--- src/rtl/lmr_pkg.sv ---
package lmr_pkg;
  localparam int ADDR_W  = 20;
  localparam int REG_W   = 8;
  localparam int N_ATTR  = 7;
  localparam int SEL_W   = $clog2(N_ATTR + 1);
  localparam int N_SEG   = 2 * (N_ATTR - 1);
  localparam int SEG_SHIFT = 14;
  localparam int SEG_IDX_W = $clog2(N_SEG);

  localparam logic [ADDR_W-1:0] SMW_BASE  = 20'hA0000;
  localparam logic [ADDR_W-1:0] EXP_BASE  = 20'hC0000;
  localparam logic [ADDR_W-1:0] TOP_BASE  = 20'hF0000;

  localparam logic [REG_W-1:0] SMC_KEEP  = 8'h78;
  localparam logic [REG_W-1:0] SMC_FIXED = 8'h02;
  localparam int SMC_OPEN_BIT = 6;
  localparam int SMC_GEN_BIT  = 3;

  typedef enum logic [1:0] {
    RT_NONE  = 2'b00,
    RT_DRAM  = 2'b01,
    RT_PCI   = 2'b10,
    RT_BLOCK = 2'b11
  } route_e;

  function automatic route_e attr_route(input logic [1:0] attr, input logic is_wr);
    route_e r;
    case (attr)
      2'b11:   r = RT_DRAM;
      2'b01:   r = is_wr ? RT_BLOCK : RT_DRAM;
      default: r = RT_PCI;
    endcase
    return r;
  endfunction
endpackage

--- src/rtl/lmr_regfile.sv ---
module lmr_regfile
  import lmr_pkg::*;
(
  input  logic                    clk,
  input  logic                    rst_n,
  input  logic                    wr_en,
  input  logic [SEL_W-1:0]        sel,
  input  logic [REG_W-1:0]        wdata,
  output logic [REG_W-1:0]        rdata,
  output logic [N_ATTR*REG_W-1:0] attr_flat,
  output logic [REG_W-1:0]        smc
);
  localparam logic [SEL_W-1:0] SMC_SEL = SEL_W'(N_ATTR);

  logic [REG_W-1:0] attr_q [N_ATTR];
  logic [REG_W-1:0] attr_n [N_ATTR];
  logic [REG_W-1:0] smc_q, smc_n;
  logic             ce;

  assign ce = wr_en;

  always_comb begin
    for (int i = 0; i < N_ATTR; i++) attr_n[i] = attr_q[i];
    smc_n = smc_q;
    if (sel == SMC_SEL) begin
      smc_n = wdata & SMC_KEEP;
    end else begin
      for (int i = 0; i < N_ATTR; i++)
        if (sel == SEL_W'(i)) attr_n[i] = wdata;
    end
  end

  always_ff @(posedge clk or negedge rst_n) begin
    if (!rst_n) begin
      for (int i = 0; i < N_ATTR; i++) attr_q[i] <= '0;
      smc_q <= '0;
    end else if (ce) begin
      for (int i = 0; i < N_ATTR; i++) attr_q[i] <= attr_n[i];
      smc_q <= smc_n;
    end
  end

  always_comb begin
    rdata = '0;
    if (sel == SMC_SEL) rdata = smc_q | SMC_FIXED;
    else
      for (int i = 0; i < N_ATTR; i++)
        if (sel == SEL_W'(i)) rdata = attr_q[i];
  end

  for (genvar g = 0; g < N_ATTR; g++) begin : g_flat
    assign attr_flat[g*REG_W +: REG_W] = attr_q[g];
  end

  assign smc = smc_q;
endmodule

--- src/rtl/lmr_smm_hold.sv ---
module lmr_smm_hold (
  input  logic clk,
  input  logic rst_n,
  input  logic smm_in,
  output logic smm_q
);
  logic held_q, held_n, ce;

  assign ce     = (smm_in != held_q);
  assign held_n = smm_in;

  always_ff @(posedge clk or negedge rst_n) begin
    if (!rst_n)  held_q <= 1'b0;
    else if (ce) held_q <= held_n;
  end

  assign smm_q = held_q;
endmodule

--- src/rtl/lmr_route_decode.sv ---
module lmr_route_decode
  import lmr_pkg::*;
(
  input  logic [N_ATTR*REG_W-1:0] attr_flat,
  input  logic [REG_W-1:0]        smc,
  input  logic                    smm_q,
  input  logic                    req_valid,
  input  logic [ADDR_W-1:0]       req_addr,
  input  logic                    req_write,
  output logic [1:0]              route
);
  localparam int SLOTS = 1 << SEG_IDX_W;

  logic [1:0]           seg_attr [SLOTS];
  logic [1:0]           top_attr;
  logic [ADDR_W-1:0]    exp_off;
  logic [SEG_IDX_W-1:0] seg_idx;
  logic                 smw_dram;
  route_e               r;

  for (genvar g = 0; g < SLOTS; g++) begin : g_seg
    if (g < N_SEG) begin : g_live
      assign seg_attr[g] = attr_flat[(g/2 + 1)*REG_W + (g%2)*4 +: 2];
    end else begin : g_pad
      assign seg_attr[g] = 2'b00;
    end
  end

  assign top_attr = attr_flat[4 +: 2];
  assign exp_off  = req_addr - EXP_BASE;
  assign seg_idx  = exp_off[SEG_SHIFT +: SEG_IDX_W];
  assign smw_dram = smc[SMC_OPEN_BIT] | (smc[SMC_GEN_BIT] & smm_q);

  always_comb begin
    r = RT_NONE;
    if (req_valid) begin
      if (req_addr >= TOP_BASE)      r = attr_route(top_attr, req_write);
      else if (req_addr >= EXP_BASE) r = attr_route(seg_attr[seg_idx], req_write);
      else if (req_addr >= SMW_BASE) r = smw_dram ? RT_DRAM : RT_PCI;
    end
  end

  assign route = r;
endmodule

--- src/rtl/legacy_mem_router.sv ---
module legacy_mem_router
  import lmr_pkg::*;
(
  input  logic              clk,
  input  logic              rst_n,
  input  logic              cfg_we,
  input  logic [SEL_W-1:0]  cfg_sel,
  input  logic [REG_W-1:0]  cfg_wdata,
  output logic [REG_W-1:0]  cfg_rdata,
  input  logic              smm_active,
  input  logic              req_valid,
  input  logic [ADDR_W-1:0] req_addr,
  input  logic              req_write,
  output logic [1:0]        route_o
);
  logic [N_ATTR*REG_W-1:0] attr_flat;
  logic [REG_W-1:0]        smc;
  logic                    smm_q;

  lmr_regfile u_regs (
    .clk(clk), .rst_n(rst_n), .wr_en(cfg_we), .sel(cfg_sel),
    .wdata(cfg_wdata), .rdata(cfg_rdata), .attr_flat(attr_flat), .smc(smc)
  );

  lmr_smm_hold u_smm (
    .clk(clk), .rst_n(rst_n), .smm_in(smm_active), .smm_q(smm_q)
  );

  lmr_route_decode u_dec (
    .attr_flat(attr_flat), .smc(smc), .smm_q(smm_q),
    .req_valid(req_valid), .req_addr(req_addr), .req_write(req_write),
    .route(route_o)
  );
endmodule

--- config.mk ---
export PLATFORM = sky130hd
export DESIGN_NAME = legacy_mem_router
export DESIGN_NICKNAME = d
export VERILOG_FILES = /design/src/rtl/lmr_pkg.sv /design/src/rtl/lmr_regfile.sv /design/src/rtl/lmr_smm_hold.sv /design/src/rtl/lmr_route_decode.sv /design/src/rtl/legacy_mem_router.sv
export SDC_FILE = /design/constraint.sdc
export NUM_CORES = 1
export LEC_CHECK = 0
export BUFFER_PORTS_ARGS = -buffer_cell sky130_fd_sc_hd__clkbuf_2
export CAP_MARGIN = 20
export CORE_AREA = 2 2 78 80
export CTS_CLUSTER_DIAMETER = 40
export DETAILED_ROUTE_END_ITERATION = 8
export DIE_AREA = 0 0 80 82
export PLACE_DENSITY_LB_ADDON = 0.15
export SLEW_MARGIN = 20
export SYNTH_ARGS = -nofsm -noshare
export SYNTH_HDL_FRONTEND = slang
export SYNTH_SLANG_ARGS = --single-unit
--- constraint.sdc ---
create_clock -name clk -period 2.2 [get_ports clk]
set_input_delay 0.33 -clock clk [delete_from_list [all_inputs] [get_ports clk]]
set_output_delay 0.33 -clock clk [all_outputs]
set_load 0.02 [all_outputs]
==> results of run 1 <==
[sequential cells by signal, summed over array words and instances (netlist names)]
signal            count
u_smm.smm_q           1
u_regs.attr_flat     56
u_regs.smc            4
[area by class of cell]
class / instances / area [um2] / share of cell area
repair buffers: 53 / 358 / 0.0957
multi-input cells: 172 / 1570 / 0.419
inverters: 3 / 11.3 / 0.00301
flip-flops and latches: 61 / 1530 / 0.408
well taps: 75 / 93.8 / 0.0251
clock inverters: 1 / 5.00 / 0.00134
clock buffers: 13 / 179 / 0.0478
[final timing paths]
path	startpoint	to	slack, ns	cells past startpoint
hold / removal	smm_active	u_smm.smm_q$_DFFE_PN0P_	0.10	1
setup / recovery	u_regs.attr_flat[36]$_DFFE_PN0P_	route_o[1]	0.02	5
setup reg to reg	u_regs.attr_flat[36]$_DFFE_PN0P_	u_regs.attr_flat[36]$_DFFE_PN0P_	1.19	3
max in group asynchronous	rst_n	u_regs.attr_flat[53]$_DFFE_PN0P_	1.04	3
hold reg to reg	u_regs.attr_flat[46]$_DFFE_PN0P_	u_regs.attr_flat[46]$_DFFE_PN0P_	0.50	1
min in group asynchronous	rst_n	u_regs.attr_flat[33]$_DFFE_PN0P_	0.53	2
[routing by layer]
layer / track usage / part of all wire / wire length (um)
met5: 0 / 0 / 0
met4: 0.0661 / 0.012 / 80
met3: 0.0604 / 0.051 / 353
met2: 0.363 / 0.47 / 3280
met1: 0.330 / 0.46 / 3220
[timing repair]
item / 4_1_cts / 5_1_grt
resized for setup: 3 / 3
pin swaps: 1 / 1
hold buffers: 1 / 0
endpoints found under the setup margin: 2 / 2
buffers inserted: 1 / 2
cloned: 0 / 0
hold endpoints to repair: 3 / 0
[cell families (layout without fill, tap and decap cells)]
group | count (synthesis) | in the layout | synth area share
simple gates | 45 | 45 | 0.0884
buf+inv | 16 | 70 | 0.0246
flops | 61 | 61 | 0.483
compound gates | 43 | 43 | 0.0963
mux | 84 | 84 | 0.307
[worst max-delay path: stages (launching register included)]
cell	delay, ns
dfrtp_1	0.39
mux4_2	0.48
and3b_1	0.19
a31oi_2	0.18
o21ba_2	0.17
buf_8	0.11
[cells in the final DEF, fill, tap and decap left out, types with 4 or more instances in the layout]
cell / netlist / final
mux2_2: 64 / 64
dfrtp_1: 61 / 61
clkbuf_2: 0 / 30
buf_4: 2 / 19
mux2i_1: 16 / 16
clkbuf_8: 0 / 13
nor2_1: 11 / 11
nand2_1: 11 / 11
o21ai_0: 9 / 9
a21oi_1: 7 / 7
a22oi_1: 6 / 6
nor2b_1: 5 / 5
o221ai_1: 4 / 4
a22o_1: 4 / 4
mux4_2: 4 / 4
nand3_1: 4 / 4
[where the power goes]
part | internal, mW | switching (mW)
Combinational | 0.402 | 0.309
Clock | 0.517 | 0.402
Sequential | 1.37 | 0.152
Total | 2.29 | 0.863
[per-stage QoR]
step	utilization	setup TNS [ns]	setup WS [ns]	total power [mW]
2_1_floorplan	-	0	0.343	2.00
3_3_place_gp	0.610	0	0.222	2.21
3_5_place_dp	0.610	0	0.195	2.23
4_1_cts	0.648	0	0.00375	3.16
5_1_grt	0.651	-0.0370	-0.0212	3.32
6_report	0.651	0	0.0230	3.15
==> summary.log, run 1 <==
INFO  outcome        outcome=finished, final reports clean
INFO  clock_tree     clock_tree.buffer_depth=2
INFO  place          hpwlAfterDp=4980um
INFO  worst_setup_path cp_data_arrival_time=1.85ns
INFO  place          placed_cell_area=0.00350mm2
INFO  synth          async_reset_ff_frac=1.00
INFO  timing         finalClockSkew=0ns
INFO  floorplanning  chipWidth=80um
INFO  synth          ys_ff_latch=61
INFO  routing        detail-route-antenna-nets=0
INFO  worst_setup_path critPathKind=flop to primary output
INFO  timing         report.final.hold_viol_count=0
INFO  timing         fmaxAchievable=459MHz
INFO  global_route   global_route.overflow_total=0
INFO  final_layout   diodes=0
INFO  synth          synth.most_common_cell=mux2_2
INFO  synth          cell_count_after_synthesis=249
INFO  global_route   antenna_found_initial=0
INFO  worst_hold_path hold_path_class=input port to flop
INFO  routing        vias=2247
INFO  global_route   grt_pass1_vias=2169
INFO  power_and_ir_drop static-leakage-power=1.67nW
INFO  flow_run       cap_violations=0
INFO  final_layout   final_layout_size_suffix_gt1_frac=0.472
INFO  final_layout   instances_no_fill=378
INFO  clock_tree     clk_pin_slew_worst_paths=0.06ns
INFO  final_layout   area_growth_syn_to_layout=18.4%
INFO  global_route   pin_count_of_the_biggest_net_entering_global_routing=40
INFO  final_layout   finish.instance_area=0.00374mm2
INFO  timing         tightest_slew_margin_relative_to_the_limit=0.586
INFO  synth          synthesis.area_per_instance=12.7um2
INFO  clock_tree     clock-root-buffer=clkbuf_8
INFO  final_layout   final.fill_count=465
INFO  global_route   global_route_wire_length_before_repair=11400um
INFO  worst_setup_path timing.critical_path.required=1.87ns
INFO  floorplanning  die-height=82um
INFO  timing         min_period_over_period=0.990
INFO  floorplanning  floorplan.rows=28
INFO  synth          synth_top_cell_area_share=0.483
INFO  floorplanning  initial_core_util=0.550
INFO  routing        dr.pass1.iters=4
INFO  timing         worst_slew_pin_slew=0.621ns
INFO  clock_tree     cts_tree=built
INFO  synth          yosysWarnings=0
INFO  worst_setup_path worst-path-max-fanout=2
INFO  synth          yosysUniqueCellTypes=39
INFO  synth          sequential_element_share_of_the_synthesized_area=0.483
INFO  clock_tree     htree_levels=3
INFO  routing        wl_per_cell=18.3um
INFO  floorplanning  design.core.area=0.00575mm2
INFO  routing        drtIter0Drc=145
INFO  clock_tree     cts.sinks=61
INFO  floorplanning  ioPinCount=47
INFO  synth          synthesis.nets=286
INFO  timing         final.hold.worst_slack=0.102ns
INFO  place          placed_cells=360
INFO  power_and_ir_drop power_density_relative_to_cell_area=842mW/mm2
INFO  synth          yosysTopAreaCell=dfrtp_1
INFO  synth          syn_area=0.00316mm2
INFO  clock_tree     clock_insertion_delay_worst_skew=0.33ns
INFO  synth          ys.flop_type=dfrtp_1
INFO  place          io_buffer_count=32
INFO  final_layout   final_nets=337
INFO  routing        wl=6940um
INFO  clock_tree     numCtsBuffers=9
INFO  floorplanning  die-area=0.00656mm2
INFO  worst_setup_path worst_setup_path_start_kind=flop
INFO  routing        post_drt_via_cell_ratio=5.94
INFO  place          place.gp.congestion=0.855
INFO  timing         rsz0062_at_grt=yes
INFO  global_route   gr-usage-all-layers=0.235
INFO  synth          synth_enable_flop_cells=0
INFO  power_and_ir_drop ir_drop=543uV
INFO  timing         post-route-min-period=2.18ns
INFO  synth          yosys-top-cells-area=dfrtp_1 48%, mux2_2 23%, mux2i_1 5.1%
INFO  worst_setup_path capturing_element_type_of_the_critical_path=primary output
INFO  timing         report.final.setup_viol=0
INFO  synth          synth.top_cells.by_count=64 x mux2_2, 61 x dfrtp_1, 16 x mux2i_1
INFO  routing        detail_route.drc_violations=0
INFO  timing         finalMaxSlewViolations=0
No activity file was read; power rests on OpenSTA's default activity.
==> run 2: changes to the inputs <==
Settings changed: ABC_AREA from default to 1.
==> run 2 against run 1 <==
Effect of this change: clock skew did not move; largest power group unchanged; final cell count grew 35%; worst setup slack gained 0.20 ns; via count rose by 19%; register-to-register slack gained 0.28 ns; sequential share of layout area rose by 2.8 points; worst hold slack got worse by 0.10 ns; first-iteration DRC count shrank 4.1%; utilization shrank 4.1 points; total power is 7.1% lower.
==> summary.log, run 2 <==
INFO  timing         finalClockSkew=0ns [unchanged]
INFO  timing         report.final.setup_viol=0 [unchanged]
INFO  routing        post_drt_via_cell_ratio=5.25 [was 5.94]
INFO  final_layout   instances_no_fill=510 [was 378]
INFO  synth          synth_enable_flop_cells=0 [unchanged]
INFO  worst_setup_path critPathSlowestCell=nor3_4 [was mux4_2]
INFO  synth          synth_compound_area_frac=0.145 [was 0.0963]
INFO  place          hpwlAfterDp=4970um [was 4980 um]
INFO  synth          sequential_element_share_of_the_synthesized_area=0.487 [was 0.483]
INFO  clock_tree     postCtsSetupRepairBufs=0 [was 1]
INFO  synth          synthesis.nets=433 [was 286]
INFO  routing        wl=7110um [was 6940 um]
INFO  synth          cell_count_after_synthesis=396 [was 249]
INFO  worst_setup_path capturing_element_type_of_the_critical_path=primary output [unchanged]
INFO  clock_tree     clock_tree.buffer_depth=2 [unchanged]
INFO  synth          synth.most_common_cell=nand2_1 [was mux2_2]
INFO  clock_tree     cts_resized=0 [was 3]
INFO  worst_setup_path worst-path-max-fanout=9 [was 2]
INFO  synth          synth_top_family_by_area=simple AND/OR/NAND/NOR gates [was multiplexers]
INFO  final_layout   area_growth_syn_to_layout=11.8% [was 18.4%]
INFO  synth          ys_ff_latch=61 [unchanged]
INFO  clock_tree     cts_tree=built [unchanged]
INFO  power_and_ir_drop post-layout-total-power=2.93mW [was 3.15 mW]
INFO  timing         totalNegativeSetupSlack=0ns [unchanged]
INFO  global_route   gr-usage-all-layers=0.245 [was 0.235]
INFO  worst_setup_path cp_data_arrival_time=1.65ns [was 1.85 ns]
INFO  timing         min_period_over_period=0.900 [was 0.990]
INFO  routing        dr.pass1.iters=4 [unchanged]
INFO  synth          synth.top_cells.by_count=144 x nand2_1, 61 x dfrtp_1, 37 x inv_1, 37 x o21ai_0, 24 x o21ai_1 [was 64 x mux2_2, 61 x dfrtp_1, 16 x mux2i_1]
INFO  worst_setup_path timing.critical_path.max_delay_family=simple AND/OR/NAND/NOR gates [was multiplexers]
INFO  floorplanning  chipWidth=80um [unchanged]
INFO  place          place.gp.congestion=0.857 [was 0.855]
INFO  global_route   grt_pass1_vias=2484 [was 2169]
INFO  worst_setup_path crit_path_cell_trace=clkbuf_2 > inv_2 > nor3_4 > nand2_1 > nand2_1 > o22ai_1 > a21oi_1 > clkbuf_2 [was mux4_2 > and3b_1 > a31oi_2 > o21ba_2 > buf_8]
INFO  final_layout   largest_register_ffs=56 [unchanged]
INFO  worst_setup_path r2r_startpoint=u_regs.attr_flat[4]$_DFFE_PN0P_ [was u_regs.attr_flat[36]$_DFFE_PN0P_]
INFO  routing        wl_per_cell=13.9um [was 18.3 um]
INFO  place          io_buffer_count=32 [unchanged]
INFO  worst_setup_path critPathKind=input port to primary output [was flop to primary output]
INFO  floorplanning  floorplan.rows=28 [unchanged]
INFO  timing         fmaxAchievable=505MHz [was 459 MHz]
INFO  power_and_ir_drop ir_drop=505uV [was 543 uV]
INFO  synth          ys.flop_type=dfrtp_1 [unchanged]
INFO  timing         finalMaxSlewViolations=0 [unchanged]
INFO  synth          synth_top_cell_area_share=0.487 [was 0.483]
INFO  clock_tree     htree_levels=3 [unchanged]
INFO  final_layout   diodes=0 [unchanged]
INFO  global_route   global_route_wire_length_before_repair=12000um [was 11400 um]
INFO  routing        detail_route.drc_violations=0 [unchanged]
INFO  worst_setup_path worst_reg_to_reg_path_cell_count=2 [was 3]
INFO  synth          yosysTopAreaCell=dfrtp_1 [unchanged]
INFO  outcome        outcome=finished, final reports clean [unchanged]
INFO  worst_setup_path timing.critical_path.required=1.87ns [about the same]
INFO  floorplanning  ioPinCount=47 [unchanged]
INFO  synth          synth_xor_area_frac=0 [unchanged]
INFO  final_layout   final.fill_count=567 [was 465]
INFO  synth          yosysUniqueCellTypes=25 [was 39]
INFO  worst_setup_path crit_buf_inv=3 [was 1]
INFO  routing        drtIter0Drc=139 [was 145]
INFO  final_layout   final_nets=468 [was 337]
INFO  worst_setup_path worstReg2RegEnd=u_regs.attr_flat[4]$_DFFE_PN0P_ [was u_regs.attr_flat[36]$_DFFE_PN0P_]
INFO  global_route   global_route.overflow_total=0 [unchanged]
INFO  timing         final.hold.worst_slack=0.000969ns [was 0.102 ns]
INFO  global_route   antenna_found_initial=0 [unchanged]
INFO  timing         worst_slew_pin_slew=0.475ns [was 0.621 ns]
INFO  worst_setup_path critical_path.max_stage_delay=0.44ns [was 0.48 ns]
INFO  synth          yosys-top-cells-area=dfrtp_1 49%, nand2_1 17%, o21ai_0 5.9% [was dfrtp_1 48%, mux2_2 23%, mux2i_1 5.1%]
INFO  floorplanning  die-height=82um [unchanged]
INFO  floorplanning  initial_core_util=0.545 [was 0.550]
INFO  clock_tree     numCtsBuffers=9 [unchanged]
INFO  worst_setup_path crit_start=cfg_sel[0] [was u_regs.attr_flat[36]$_DFFE_PN0P_]
INFO  worst_setup_path setup.reg_to_reg.worst_slack=1.47ns [was 1.19 ns]
INFO  place          placed_cells=495 [was 360]
INFO  final_layout   final_layout_size_suffix_gt1_frac=0.172 [was 0.472]
INFO  floorplanning  die-area=0.00656mm2 [unchanged]
INFO  clock_tree     cts.sinks=61 [unchanged]
INFO  flow_run       cap_violations=0 [unchanged]
INFO  timing         rsz0062_at_grt=no [was yes]
INFO  final_layout   mostFrequentLayoutCells=144 x nand2_1, 61 x dfrtp_1, 37 x inv_1, 37 x o21ai_0, 32 x clkbuf_2 [was 64 x mux2_2, 61 x dfrtp_1, 30 x clkbuf_2, 19 x buf_4, 16 x mux2i_1]
INFO  clock_tree     clk_pin_slew_worst_paths=0.06ns [about the same]
INFO  worst_hold_path hold_path_class=input port to asynchronous set/reset pin [was input port to flop]
INFO  power_and_ir_drop power_density_relative_to_cell_area=836mW/mm2 [was 842 mW/mm2]
INFO  synth          async_reset_ff_frac=1.00 [unchanged]
INFO  clock_tree     ctsHoldBuffers=0 [was 1]
INFO  global_route   pin_count_of_the_biggest_net_entering_global_routing=62 [was 40]
INFO  timing         report.final.hold_viol_count=0 [unchanged]
INFO  synth          syn_area=0.00313mm2 [was 0.00316 mm2]
INFO  routing        vias=2675 [was 2247]
INFO  floorplanning  design.core.area=0.00575mm2 [unchanged]
INFO  power_and_ir_drop static-leakage-power=1.79nW [was 1.67 nW]
INFO  timing         tightest_slew_margin_relative_to_the_limit=0.682 [was 0.586]
INFO  worst_setup_path worst_setup_path_start_kind=input port [was flop]
INFO  synth          synthesized_area_fraction_occupied_by_adder_cells=0 [unchanged]
INFO  final_layout   layout.cells.most_common=nand2_1 [was mux2_2]
INFO  synth          synth_simple_gate_area_frac=0.284 [was 0.0884]
INFO  synth          synthesis.area_per_instance=7.91um2 [was 12.7 um2]
INFO  synth          yosysWarnings=0 [unchanged]
INFO  clock_tree     clock-root-buffer=clkbuf_8 [unchanged]
INFO  routing        detail-route-antenna-nets=0 [unchanged]
INFO  clock_tree     clock_insertion_delay_worst_skew=0.33ns [about the same]
INFO  synth          synth.mux.area_fraction=0 [was 0.307]
INFO  timing         post-route-min-period=1.98ns [was 2.18 ns]
## run 2: cell types whose count changed in the layout (fill, tap and decap cells not counted), sizes merged, moves of 6 or more
| cell | before | now |
|---|---|---|
| nand2 | 12 | 151 |
| nand4 | 1 | 11 |
| o21ai | 9 | 69 |
| a22oi | 6 | 0 |
| buf | 22 | 3 |
| nand3 | 4 | 19 |
| inv | 3 | 41 |
| mux2i | 16 | 0 |
| mux2 | 64 | 0 |
| nor3 | 0 | 6 |
## run 2: cells by family (layout without fill, tap and decap cells)
group	Yosys count	after routing
buffers and inverters	54	93
DFF	61	61
AOI/OAI and AO/OA	84	84
and+or+nand+nor	197	197
## run 2: worst reg2reg max path: stages (launching register included)
cell and delay [ns]:
dfrtp_1 0.42, nand2_1 0.08, o21ai_0 0.09
## run 2: final cells by class
cell class                 count  area [um2]  area share
clock buffer                  14         173      0.0493
sequential                    61        1530       0.436
timing repair buffer          35         195      0.0557
clock inverter                 1        5.00     0.00143
multi-input combinational    281        1350       0.384
tap                           75        93.8      0.0268
inverter                      43         163      0.0464
## run 2: layer usage
metal	track usage	wire length, um	vias up
met1	0.330	3260	1246
met4	0.105	178	0
met5	0	0	-
met3	0.0571	329	13
met2	0.381	3350	66
li1	-	-	1350
## run 2: worst max-delay path by stage
stage	slack, ns	depth (start not counted)	end
finish	0.22	8	cfg_rdata[7]
global route	0.05	8	cfg_rdata[7]
CTS	0.24	8	cfg_rdata[7]
detailed placement	0.23	8	cfg_rdata[7]
global placement	0.27	7	cfg_rdata[7]
floorplan	0.47	6	cfg_rdata[7]
## run 2: per-stage QoR
step	instance area (um2)	utilization	setup slack, ns
after CTS	3500	0.610	0.235
after detailed placement	3320	0.579	0.227
after global placement	3320	0.579	0.267
final	3500	0.610	0.221
after global routing	3500	0.610	0.0505
after floorplan	3130	-	0.471
## run 2: report_power, final
part / internal [mW] / leakage [nW] / switching (mW)
clock network: 0.495 / 0.0926 / 0.409
logic: 0.209 / 0.932 / 0.344
registers: 1.33 / 0.766 / 0.139
==> run 3: changes to the inputs <==
Settings changed: CORE_AREA 2 2 78 80 to 2 2 89 91, DIE_AREA 0 0 80 82 to 0 0 91 93, RECOVER_POWER from default to 100.
==> run 3 against run 2 <==
Effect of this change: via count rose by 0.64%; clock-buffer cell count fell by 3; sequential share of layout area fell by 0.54 points; utilization fell by 14 points; global-route usage fell by 3.9 points; the run now ends with capacitance limit, slew limit left; combinational power fell by 4.2%; register-to-register slack barely moved; maximum frequency fell by 0.66%; largest cell class unchanged; non-clock buffer count rose by 3; sequential power barely moved; critical endpoint is now cfg_rdata[3]; total power rose by 12%.
==> summary.log, run 3 (synthesis gave the netlist of run 2 again) <==
INFO  global_route   antenna_found_initial=0 [unchanged]
INFO  clock_tree     postCtsSetupRepairBufs=0 [unchanged]
INFO  timing         finalClockSkew=0ns [unchanged]
INFO  timing         report.final.setup_viol=0 [unchanged]
INFO  final_layout   mostFrequentLayoutCells=150 x nand2_1, 61 x dfrtp_1, 53 x o21ai_0, 41 x inv_1, 30 x clkbuf_2 [was 144 x nand2_1, 61 x dfrtp_1, 37 x inv_1, 37 x o21ai_0, 32 x clkbuf_2]
INFO  final_layout   largest_register_ffs=56 [unchanged]
INFO  worst_setup_path worst_reg_to_reg_path_cell_count=2 [unchanged]
INFO  timing         rsz0062_at_grt=no [unchanged]
INFO  final_layout   area_growth_syn_to_layout=13.2% [was 11.8%]
INFO  worst_setup_path worstReg2RegEnd=u_regs.attr_flat[4]$_DFFE_PN0P_ [unchanged]
INFO  worst_hold_path hold_depth=1
INFO  worst_setup_path setup.reg_to_reg.worst_slack=1.48ns [was 1.47 ns]
INFO  routing        detail_route.drc_violations=0 [unchanged]
INFO  final_layout   final_layout_size_suffix_gt1_frac=0.137 [was 0.172]
INFO  clock_tree     clock-root-buffer=clkbuf_8 [unchanged]
INFO  global_route   gr-usage-all-layers=0.206 [was 0.245]
INFO  clock_tree     numCtsBuffers=9 [unchanged]
INFO  clock_tree     clock_tree.buffer_depth=2 [unchanged]
INFO  final_layout   layout.cells.most_common=nand2_1 [unchanged]
INFO  worst_hold_path hold_path_startpoint=smm_active
INFO  timing         report.final.hold_viol_count=0 [unchanged]
INFO  final_layout   final_nets=471 [was 468]
INFO  clock_tree     clk_pin_slew_worst_paths=0.07ns [was 0.06 ns]
INFO  place          hpwlAfterDp=5540um [was 4970 um]
INFO  worst_setup_path cp_data_arrival_time=1.66ns [was 1.65 ns]
INFO  global_route   gr-usage-met3=0.0411 [was 0.0571]
INFO  routing        detail-route-antenna-nets=0 [unchanged]
INFO  floorplanning  design.core.area=0.00753mm2 [was 0.00575 mm2]
INFO  timing         totalNegativeSetupSlack=0ns [unchanged]
INFO  worst_setup_path critPathKind=input port to primary output [unchanged]
INFO  worst_setup_path critical_path.max_stage_delay=0.27ns [was 0.44 ns]
INFO  floorplanning  floorplan.rows=32 [was 28]
INFO  routing        wl=8020um [was 7110 um]
INFO  clock_tree     clock_insertion_delay_worst_skew=0.34ns [was 0.33 ns]
INFO  worst_setup_path crit_path_cell_trace=clkbuf_2 > inv_1 > nor2_1 > nand2_1 > inv_1 > clkbuf_1 > nand2_1 > nand4_1 > clkbuf_2 [was clkbuf_2 > inv_2 > nor3_4 > nand2_1 > nand2_1 > o22ai_1 > a21oi_1 > clkbuf_2]
INFO  power_and_ir_drop ir_drop=511uV [was 505 uV]
INFO  global_route   global_route.overflow_total=0 [unchanged]
INFO  outcome        outcome=finished with violations [was finished, final reports clean]
INFO  final_layout   final.fill_count=811 [was 567]
INFO  global_route   global_route_hottest_layer=met1 [was met2]
INFO  routing        drtIter0Drc=151 [was 139]
INFO  place          placed_cells=525 [was 495]
INFO  final_layout   diodes=0 [unchanged]
INFO  final_layout   final_core_util=0.471 [was 0.610]
INFO  routing        wl_per_cell=14.9um [was 13.9 um]
INFO  floorplanning  initial_core_util=0.416 [was 0.545]
INFO  place          io_buffer_count=32 [unchanged]
INFO  global_route   pin_count_of_the_biggest_net_entering_global_routing=62 [unchanged]
INFO  routing        post_drt_via_cell_ratio=4.99 [was 5.25]
INFO  floorplanning  die-height=93um [was 82 um]
INFO  clock_tree     cts_tree=built [unchanged]
INFO  final_layout   instances_no_fill=540 [was 510]
INFO  floorplanning  chipWidth=91um [was 80 um]
INFO  global_route   gr-usage-met2=0.304 [was 0.381]
INFO  timing         min_period_over_period=0.906 [was 0.900]
INFO  routing        vias=2692 [was 2675]
INFO  worst_setup_path timing.critical_path.required=1.87ns [about the same]
INFO  worst_setup_path r2r_startpoint=u_regs.attr_flat[4]$_DFFE_PN0P_ [unchanged]
INFO  worst_setup_path critPathSlowestCell=clkbuf_1 [was nor3_4]
INFO  global_route   global_route_wire_length_before_repair=13300um [was 12000 um]
INFO  power_and_ir_drop power_density_relative_to_cell_area=920mW/mm2 [was 836 mW/mm2]
INFO  timing         tightest_slew_margin_relative_to_the_limit=-0.0324 [was 0.682]
INFO  global_route   grtUsageMet1=0.306 [was 0.330]
INFO  timing         final.hold.worst_slack=0.0831ns [was 0.000969 ns]
INFO  power_and_ir_drop static-leakage-power=1.79nW [about the same]
INFO  timing         finalMaxSlewViolations=62 [was 0]
INFO  clock_tree     cts.sinks=61 [unchanged]
INFO  clock_tree     ctsHoldBuffers=0 [unchanged]
INFO  outcome        violations=capacitance limit, slew limit
INFO  timing         fmaxAchievable=502MHz [was 505 MHz]
INFO  timing         post-route-min-period=1.99ns [was 1.98 ns]
INFO  worst_setup_path worst-path-max-fanout=5 [was 9]
INFO  timing         worst_slew_pin_slew=1.55ns [was 0.475 ns]
INFO  worst_setup_path capturing_element_type_of_the_critical_path=primary output [unchanged]
INFO  worst_hold_path holdPathEnd=u_smm.smm_q$_DFFE_PN0P_
INFO  worst_hold_path hold_path_class=input port to flop [was input port to asynchronous set/reset pin]
INFO  flow_run       cap_violations=1 [was 0]
INFO  routing        dr.pass1.iters=5 [was 4]
INFO  clock_tree     cts_resized=0 [unchanged]
INFO  floorplanning  die-area=0.00846mm2 [was 0.00656 mm2]
INFO  worst_setup_path worst_setup_path_start_kind=input port [unchanged]
INFO  place          place.gp.congestion=0.912 [was 0.857]
INFO  global_route   grt_pass1_vias=2560 [was 2484]
INFO  floorplanning  ioPinCount=47 [unchanged]
INFO  clock_tree     htree_levels=3 [unchanged]
==> run 3: changes by cell type in the layout (fill, tap and decap cells not counted), sizes merged <==
cell	delta
clkbuf	-1
buf	+1
bufinv	+3
==> run 3: power breakdown <==
part / switching (mW) / internal [mW] / total (mW)
registers: 0.142 / 1.33 / 1.47
clock network: 0.456 / 0.807 / 1.26
logic: 0.334 / 0.196 / 0.530
==> run 3: per-layer routing <==
metal,up-vias,part of all wire
met5,-,0
li1,1362,-
met3,10,0.048
met4,0,0.013
met1,1251,0.50
met2,69,0.44
==> run 3: critical path, delay by kind of cell <==
family / cells / cell delay [ns]
buf+inv: 5 / 0.90
simple gates: 4 / 0.43
==> run 3: metrics by stage <==
stage	instance area, um2	setup WS, ns	power [mW]
2_1_floorplan	3130	0.471	1.85
3_3_place_gp	3370	0.290	2.03
3_5_place_dp	3370	0.268	2.05
4_1_cts	3610	0.265	3.31
5_1_grt	3550	0.0185	3.44
6_report	3550	0.207	3.26
==> run 3: final cells by class <==
type,instances,area [um2],share of cell area
clock buffers,11,151,0.0427
clock inverters,4,95.1,0.0268
inverters,43,163,0.0459
multi-input cells,281,1290,0.363
flip-flops and latches,61,1530,0.430
well taps,102,128,0.0360
repair buffers,38,195,0.0550
==> run 3: worst max-delay path by stage <==
stage	from	end	slack, ns	cells after the start
6_report	cfg_sel[0]	cfg_rdata[3]	0.21	9
5_1_grt	u_regs.attr_flat[8]$_DFFE_PN0P_	route_o[0]	0.02	9
4_1_cts	cfg_sel[2]	cfg_rdata[7]	0.26	7
3_5_place_dp	cfg_sel[2]	cfg_rdata[7]	0.27	7
3_3_place_gp	cfg_sel[2]	cfg_rdata[7]	0.29	7
2_1_floorplan	cfg_sel[2]	cfg_rdata[7]	0.47	6
